**src/rtl/pwmdec_pkg.sv**
```systemverilog
package pwmdec_pkg;

    localparam int BYTE_W    = 8;
    localparam int BIT_IDX_W = $clog2(BYTE_W);

    typedef logic [BYTE_W-1:0] dec_byte_t;

    // serial-to-byte packer and strobe register state
    typedef struct packed {
        dec_byte_t              shift;
        logic [BIT_IDX_W-1:0]   nbits;
        logic                   push;
        dec_byte_t              push_byte;
        logic                   strobe;
        logic                   dat;
    } pack_state_t;

endpackage

```
**src/rtl/pwmdec_sync_edge.sv**
```systemverilog
module pwmdec_sync_edge (
    input  logic clk,
    input  logic rst_n,
    input  logic line_i,
    output logic line_s_o,
    output logic rise_o
);

    typedef struct packed {
        logic [1:0] sync;
        logic       prev;
    } sync_t;

    sync_t q, d;

    always_comb begin
        d      = q;
        d.sync = {q.sync[0], line_i};
        d.prev = q.sync[1];
    end

    always_ff @(posedge clk or negedge rst_n) begin
        if (!rst_n) q <= '0;
        else        q <= d;
    end

    assign line_s_o = q.sync[1];
    assign rise_o   = q.sync[1] & ~q.prev;

    // a detected edge never lasts longer than one cycle
    assert_single_rise_R1: assert property (@(posedge clk) disable iff (!rst_n)
        rise_o |=> !rise_o);

endmodule

```
**src/rtl/pwmdec_period_track.sv**
```systemverilog
module pwmdec_period_track #(
    parameter int NOM_CYCLES = 100,
    parameter int CAL_LOG2   = 3,
    parameter int CNT_W      = 8
) (
    input  logic             clk,
    input  logic             rst_n,
    input  logic             rise_i,
    input  logic             line_i,
    output logic             bit_v_o,
    output logic             bit_val_o,
    output logic             idle_o,
    output logic [CNT_W-1:0] period_o
);

    localparam int SUM_W = CNT_W + CAL_LOG2;
    localparam logic [CNT_W-1:0] NOM_C  = CNT_W'(NOM_CYCLES);
    localparam logic [CNT_W-1:0] LO_C   = CNT_W'(NOM_CYCLES / 2);
    localparam logic [CNT_W-1:0] HI_C   = CNT_W'(NOM_CYCLES + NOM_CYCLES / 2);
    localparam logic [CNT_W-1:0] IDLE_C = CNT_W'(2 * NOM_CYCLES);

    typedef struct packed {
        logic [CNT_W-1:0]    cnt;
        logic [CNT_W-1:0]    per;
        logic [SUM_W-1:0]    acc;
        logic [CAL_LOG2-1:0] nacc;
        logic                armed;
        logic                idle;
        logic                bit_v;
        logic                bit_val;
    } trk_t;

    trk_t q, d;
    logic [CNT_W-1:0] half;
    logic             in_range;
    logic [SUM_W-1:0] sum_new;

    always_comb begin
        d        = q;
        d.bit_v  = 1'b0;
        half     = q.per >> 1;
        in_range = (q.cnt >= LO_C) && (q.cnt <= HI_C);
        sum_new  = q.acc + SUM_W'(q.cnt);
        if (rise_i) begin
            d.cnt   = CNT_W'(1);
            d.armed = 1'b1;
            d.idle  = 1'b0;
            if (!q.idle && in_range) begin
                if (q.nacc == '1) begin
                    d.per  = sum_new[CAL_LOG2 +: CNT_W];
                    d.acc  = '0;
                    d.nacc = '0;
                end else begin
                    d.acc  = sum_new;
                    d.nacc = q.nacc + CAL_LOG2'(1);
                end
            end
        end else begin
            if (q.cnt != IDLE_C)
                d.cnt = q.cnt + CNT_W'(1);
            if (q.armed && (q.cnt == half)) begin
                d.bit_v   = 1'b1;
                d.bit_val = line_i;
                d.armed   = 1'b0;
            end
            if (q.cnt == IDLE_C - CNT_W'(1)) begin
                d.idle  = 1'b1;
                d.armed = 1'b0;
                d.acc   = '0;
                d.nacc  = '0;
            end
        end
    end

    always_ff @(posedge clk or negedge rst_n) begin
        if (!rst_n) begin
            q       <= '0;
            q.per   <= NOM_C;
            q.idle  <= 1'b1;
        end else begin
            q <= d;
        end
    end

    assign bit_v_o   = q.bit_v;
    assign bit_val_o = q.bit_val;
    assign idle_o    = q.idle;
    assign period_o  = q.per;

    assert_period_range_R7: assert property (@(posedge clk) disable iff (!rst_n)
        (period_o >= LO_C) && (period_o <= HI_C));

    assert_edge_clears_idle_R9: assert property (@(posedge clk) disable iff (!rst_n)
        rise_i |=> !idle_o);

    assert_one_sample_R2: assert property (@(posedge clk) disable iff (!rst_n)
        bit_v_o |=> !bit_v_o);

endmodule

```
**src/rtl/pwmdec_byte_fifo.sv**
```systemverilog
module pwmdec_byte_fifo #(
    parameter int DEPTH = 16
) (
    input  logic                  clk,
    input  logic                  rst_n,
    input  logic                  push_i,
    input  pwmdec_pkg::dec_byte_t push_data_i,
    input  logic                  pop_i,
    output pwmdec_pkg::dec_byte_t head_o,
    output logic                  empty_o,
    output logic                  full_o,
    output logic                  ovf_o
);

    localparam int AW = $clog2(DEPTH);

    typedef struct packed {
        logic [AW-1:0] wp;
        logic [AW-1:0] rp;
        logic [AW:0]   count;
        logic          ovf;
    } fifo_t;

    fifo_t q, d;
    pwmdec_pkg::dec_byte_t mem [DEPTH];
    logic push_ok, pop_ok, is_full, is_empty;

    always_comb begin
        is_full  = (q.count == (AW+1)'(DEPTH));
        is_empty = (q.count == '0);
        pop_ok   = pop_i && !is_empty;
        push_ok  = push_i && (!is_full || pop_ok);
        d        = q;
        if (push_ok) d.wp = q.wp + AW'(1);
        if (pop_ok)  d.rp = q.rp + AW'(1);
        if (push_ok && !pop_ok)      d.count = q.count + (AW+1)'(1);
        else if (pop_ok && !push_ok) d.count = q.count - (AW+1)'(1);
        if (push_i && !push_ok) d.ovf = 1'b1;
    end

    always_ff @(posedge clk or negedge rst_n) begin
        if (!rst_n) q <= '0;
        else        q <= d;
    end

    always_ff @(posedge clk) begin
        if (push_ok) mem[q.wp] <= push_data_i;
    end

    assign head_o  = mem[q.rp];
    assign empty_o = is_empty;
    assign full_o  = is_full;
    assign ovf_o   = q.ovf;

    assert_count_bound_R4: assert property (@(posedge clk) disable iff (!rst_n)
        q.count <= (AW+1)'(DEPTH));

    assert_not_full_and_empty_R4: assert property (@(posedge clk) disable iff (!rst_n)
        !(full_o && empty_o));

    assert_overflow_sticky_R5: assert property (@(posedge clk) disable iff (!rst_n)
        ovf_o |=> ovf_o);

endmodule

```
**src/rtl/pwm_bit_decoder.sv**
```systemverilog
module pwm_bit_decoder #(
    parameter int NOM_CYCLES = 100,
    parameter int CAL_LOG2   = 3,
    parameter int FIFO_DEPTH = 16,
    localparam int CNT_W     = $clog2(2 * NOM_CYCLES + 1)
) (
    input  logic             clk,
    input  logic             rst_n,
    input  logic             line_i,
    output logic             bit_clk_o,
    output logic             bit_dat_o,
    output logic             line_idle_o,
    output logic [CNT_W-1:0] cal_period_o,
    input  logic             rd_en_i,
    output logic [7:0]       rd_data_o,
    output logic             rd_empty_o,
    output logic             rd_full_o,
    output logic             overflow_o
);
    import pwmdec_pkg::*;

    logic line_s, rise, bit_v, bit_val;

    pwmdec_sync_edge u_sync (
        .clk      (clk),
        .rst_n    (rst_n),
        .line_i   (line_i),
        .line_s_o (line_s),
        .rise_o   (rise)
    );

    pwmdec_period_track #(
        .NOM_CYCLES (NOM_CYCLES),
        .CAL_LOG2   (CAL_LOG2),
        .CNT_W      (CNT_W)
    ) u_track (
        .clk       (clk),
        .rst_n     (rst_n),
        .rise_i    (rise),
        .line_i    (line_s),
        .bit_v_o   (bit_v),
        .bit_val_o (bit_val),
        .idle_o    (line_idle_o),
        .period_o  (cal_period_o)
    );

    pack_state_t pk_q, pk_d;

    always_comb begin
        pk_d        = pk_q;
        pk_d.push   = 1'b0;
        pk_d.strobe = bit_v;
        if (bit_v) begin
            pk_d.dat   = bit_val;
            pk_d.shift = {pk_q.shift[BYTE_W-2:0], bit_val};
            if (pk_q.nbits == BIT_IDX_W'(BYTE_W - 1)) begin
                pk_d.push      = 1'b1;
                pk_d.push_byte = {pk_q.shift[BYTE_W-2:0], bit_val};
                pk_d.nbits     = '0;
            end else begin
                pk_d.nbits = pk_q.nbits + BIT_IDX_W'(1);
            end
        end
    end

    always_ff @(posedge clk or negedge rst_n) begin
        if (!rst_n) pk_q <= '0;
        else        pk_q <= pk_d;
    end

    assign bit_clk_o = pk_q.strobe;
    assign bit_dat_o = pk_q.dat;

    pwmdec_byte_fifo #(
        .DEPTH (FIFO_DEPTH)
    ) u_fifo (
        .clk         (clk),
        .rst_n       (rst_n),
        .push_i      (pk_q.push),
        .push_data_i (pk_q.push_byte),
        .pop_i       (rd_en_i),
        .head_o      (rd_data_o),
        .empty_o     (rd_empty_o),
        .full_o      (rd_full_o),
        .ovf_o       (overflow_o)
    );

    // a byte push always comes with the strobe of its last bit
    assert_push_with_strobe_R3: assert property (@(posedge clk) disable iff (!rst_n)
        pk_q.push |-> bit_clk_o);

endmodule

```
**config.mk**
```make
export PLATFORM = sky130hd
export DESIGN_NAME = pwm_bit_decoder
export DESIGN_NICKNAME = d
export VERILOG_FILES = /design/src/rtl/pwmdec_pkg.sv /design/src/rtl/pwmdec_sync_edge.sv /design/src/rtl/pwmdec_period_track.sv /design/src/rtl/pwmdec_byte_fifo.sv /design/src/rtl/pwm_bit_decoder.sv
export SDC_FILE = /design/constraint.sdc
export NUM_CORES = 1
export LEC_CHECK = 0
export ABC_CLOCK_PERIOD_IN_PS = 2700
export CAP_MARGIN = 0
export CORE_MARGIN = 5
export CORE_UTILIZATION = 55
export DETAILED_ROUTE_END_ITERATION = 10
export GPL_TIMING_DRIVEN = 0
export PLACE_DENSITY = 0.83
export SLEW_MARGIN = 20
export SYNTH_ARGS = -nofsm -noshare
export SYNTH_HDL_FRONTEND = slang
export SYNTH_SLANG_ARGS = --single-unit
```
**constraint.sdc**
```tcl
create_clock -name clk -period 2.7 [get_ports clk]
set_input_delay 0.54 -clock clk [delete_from_list [all_inputs] [get_ports clk]]
set_output_delay 0.54 -clock clk [all_outputs]
set_load 0.02 [all_outputs]
```
==> run_results.csv <==
group,metric,value,unit
timing,worst_pin_slew,818,ps
route,vias,4760,
timing,post-route-period-util,107,%
yosys,synthCells,528,
yosys,yosysTopAreaCell,"edfxtp_1",
run_status,status,"complete, but fails checks",
cells_and_area,layout-drive-gt1-share,27.1,%
power_and_ir_drop,p_leak,0.00393,uW
cells_and_area,fin_util,63.6,%
route,drt_iter0_drc,387,
power_and_ir_drop,powerDensity,904,nW/um^2
die,die_w,136,um
route,top_layer,"met4",
timing,period_minus_slack,2890,ps
placement,io_buffers,25,
route,wl_met1,7250,um
route,wirelength,17500,um
critical_path,cp.arrival,2350,ps
clocking,clock_sinks,199,
grt,grt_pass1_vias,5009,
critical_path,crit_fanout,9,
timing,rsz0062_at_grt,"yes",
route,via_per_inst,5.85,
die,dieHeight,136,um
clocking,cts_max_path_buffers,2,
grt,grt.overflow.total,0,
clocking,cts_buffers,17,
yosys,avgSynthCellArea,16.6,um^2
run_status,violations,"setup timing",
clocking,cts_tree,"yes",
power_and_ir_drop,ir_worst_vdd,0.480,mV
placement,hpwl,11200,um
grt,grt_pass1_wl,27900,um
route,drc_errors,0,
die,coreArea,15800,um^2
yosys,yosys_warnings,0,
die,ioPinCount,26,
yosys,yosysSeqAreaShare,64.3,%
cells_and_area,fin_nets,614,
route,wl_per_cell,21.5,um
die,row_count,46,
flow_run,drv_cap,0,
cells_and_area,n_fill_cell,1110,
yosys,yosys.area.top_type_share,43.9,%
yosys,synthMostInstantiatedCell,"edfxtp_1",
timing,hold_viol,0,
clocking,h-tree-depth,4,
yosys,ys_top_cells_by_count,"edfxtp_1, dfrtp_1, mux4_1",
cells_and_area,area.growth.synth_to_final,14.7,%
placement,placed_area,9320,um^2
grt,antenna_found_initial,0,
route,antenna_left,0,
grt,grtUsageTotal,20.5,%
timing,worst_slack,-193,ps
min_path,hold_class,"register to register",
die,dieArea,18500,um^2
clocking,cts-root-buf,"clkbuf_16",
route,firstDrtPassIters,5,
critical_path,required,2160,ps
yosys,syn_nets,558,
yosys,synth_edf_count,128,
grt,grt_max_degree,49,
critical_path,startpoint_type,"register",
die,start_util,55.5,%
route,wl_met3,605,um
cells_and_area,diodes,0,
timing,slew_violations,0,
yosys,synth-async-reset-ratio,35.7,%
timing,relSlewSlack,45.5,%
yosys,synth.distinct_cells,55,
timing,setup_viol,8,
clocking,clk_pin_slew,70,ps
timing,fmax,346,MHz
critical_path,cp-end-kind,"primary output",
yosys,ys_ff_latch,199,
route,met2WireLength,9230,um
cells_and_area,fin_area,10000,um^2
clocking,insertion_delay,440,ps
placement,place.gp.congestion,0.837,
yosys,syn_area,8750,um^2
timing,clock_skew,10.6,ps
yosys,yosys_most_used_dff,"edfxtp_1",
critical_path,worstSetupPathType,"register to primary output",
yosys,synth.top_cells.by_area,"edfxtp_1, dfrtp_1, mux4_1, mux2_2, ha_1",
[flip-flops by register name (all words and copies together), names as in the netlist]
register / cells
u_track.idle_o: 1
u_fifo.ovf_o: 1
u_sync.line_s_o: 1
u_sync.q: 1
u_track.q: 23
bit_clk_o: 1
u_fifo.mem: 128
pk_q: 19
u_fifo.q: 13
u_track.bit_val_o: 1
u_track.period_o: 8
u_sync.d: 1
u_track.bit_v_o: 1
[worst max-delay path, cell delays in order (launching register included)]
cell	delay, ps
dfrtp_1	370
buf_6	160
buf_12	150
mux4_2	540
mux4_2	530
buf_6	150
[metrics by stage]
step / hold WS [ps] / setup slack, ps / instances / setup TNS [ps] / power [uW]
finish: 364 / -193 / 813 / -1410 / 9070
global route: 370 / -276 / 813 / -1990 / 9490
CTS: 371 / -216 / 810 / -1490 / 9050
detailed placement: 355 / -500 / 770 / -4250 / 6180
global placement: 338 / -1210 / 769 / -86410 / 6050
floorplan: 244 / 6.89 / 528 / 0 / 5440
[path summary, 6_finish.rpt]
kind	start	endpoint	slack (ps)	cells past startpoint
max	u_fifo.q[6]	rd_data_o[5]	-190	5
min	u_sync.d[2]	u_sync.line_s_o	360	0
max reg2reg	u_fifo.q[2]	u_fifo.q[5]	90	12
min reg2reg	u_sync.d[2]	u_sync.line_s_o	360	0
max in group asynchronous	rst_n	u_track.period_o[6]	1550	3
min in group asynchronous	rst_n	u_fifo.q[4]	550	2
[cell usage in the layout (no fill, tap or decap), types with 10 or more instances in the layout]
cell and instances:
edfxtp_1 128, dfrtp_1 64, mux4_2 33, mux2_2 27, nand2_1 23, xnor2_1 22, ha_1 22, nor2_1 20
buf_4 20, clkbuf_16 17, and2_1 16, inv_1 15, clkdlybuf4s50_1 15, nand3_1 13, o21ai_0 11, xor2_1 10
a21oi_1 10
[cells by family after synthesis]
group	count (synthesis)	share of synthesized area, %
compound gates	53	4.12
xor+xnor	32	3.20
fa+ha+maj	26	3.89
buf+inv	46	3.02
flops	199	64.3
mux	68	15.2
simple gates	104	6.28
[layer usage]
metal / GRT usage [%] / vias to the layer above
met1: 25.4 / 2473
met4: 8.34 / 0
met3: 4.59 / 27
met5: 0 / -
met2: 35.0 / 133
li1: - / 2127
[repair_timing]
action                     in CTS  in global routing
resized for setup              74                 12
pin swaps                       1                  7
hold endpoints to repair        9                  0
buffers inserted                8                  3
setup endpoints to repair      11                 10
hold buffers                    1                  0
[power breakdown]
group	total, uW	switching, uW	leakage, uW	internal [uW]
Clock	2730	1150	0.000316	1580
Combinational	2380	1140	0.00147	1250
Sequential	3960	352	0.00215	3610
[final cells by class]
cell class	instances	area (um^2)	share of cell area (%)
multi-input combinational	283	2850	28.3
inverter	18	70.1	0.698
sequential	199	5630	56.1
clock buffer	18	429	4.28
clock inverter	14	221	2.21
buffer	27	226	2.26
tap	216	270	2.69
timing repair buffer	38	345	3.44
(Power assumes the default switching activity.)
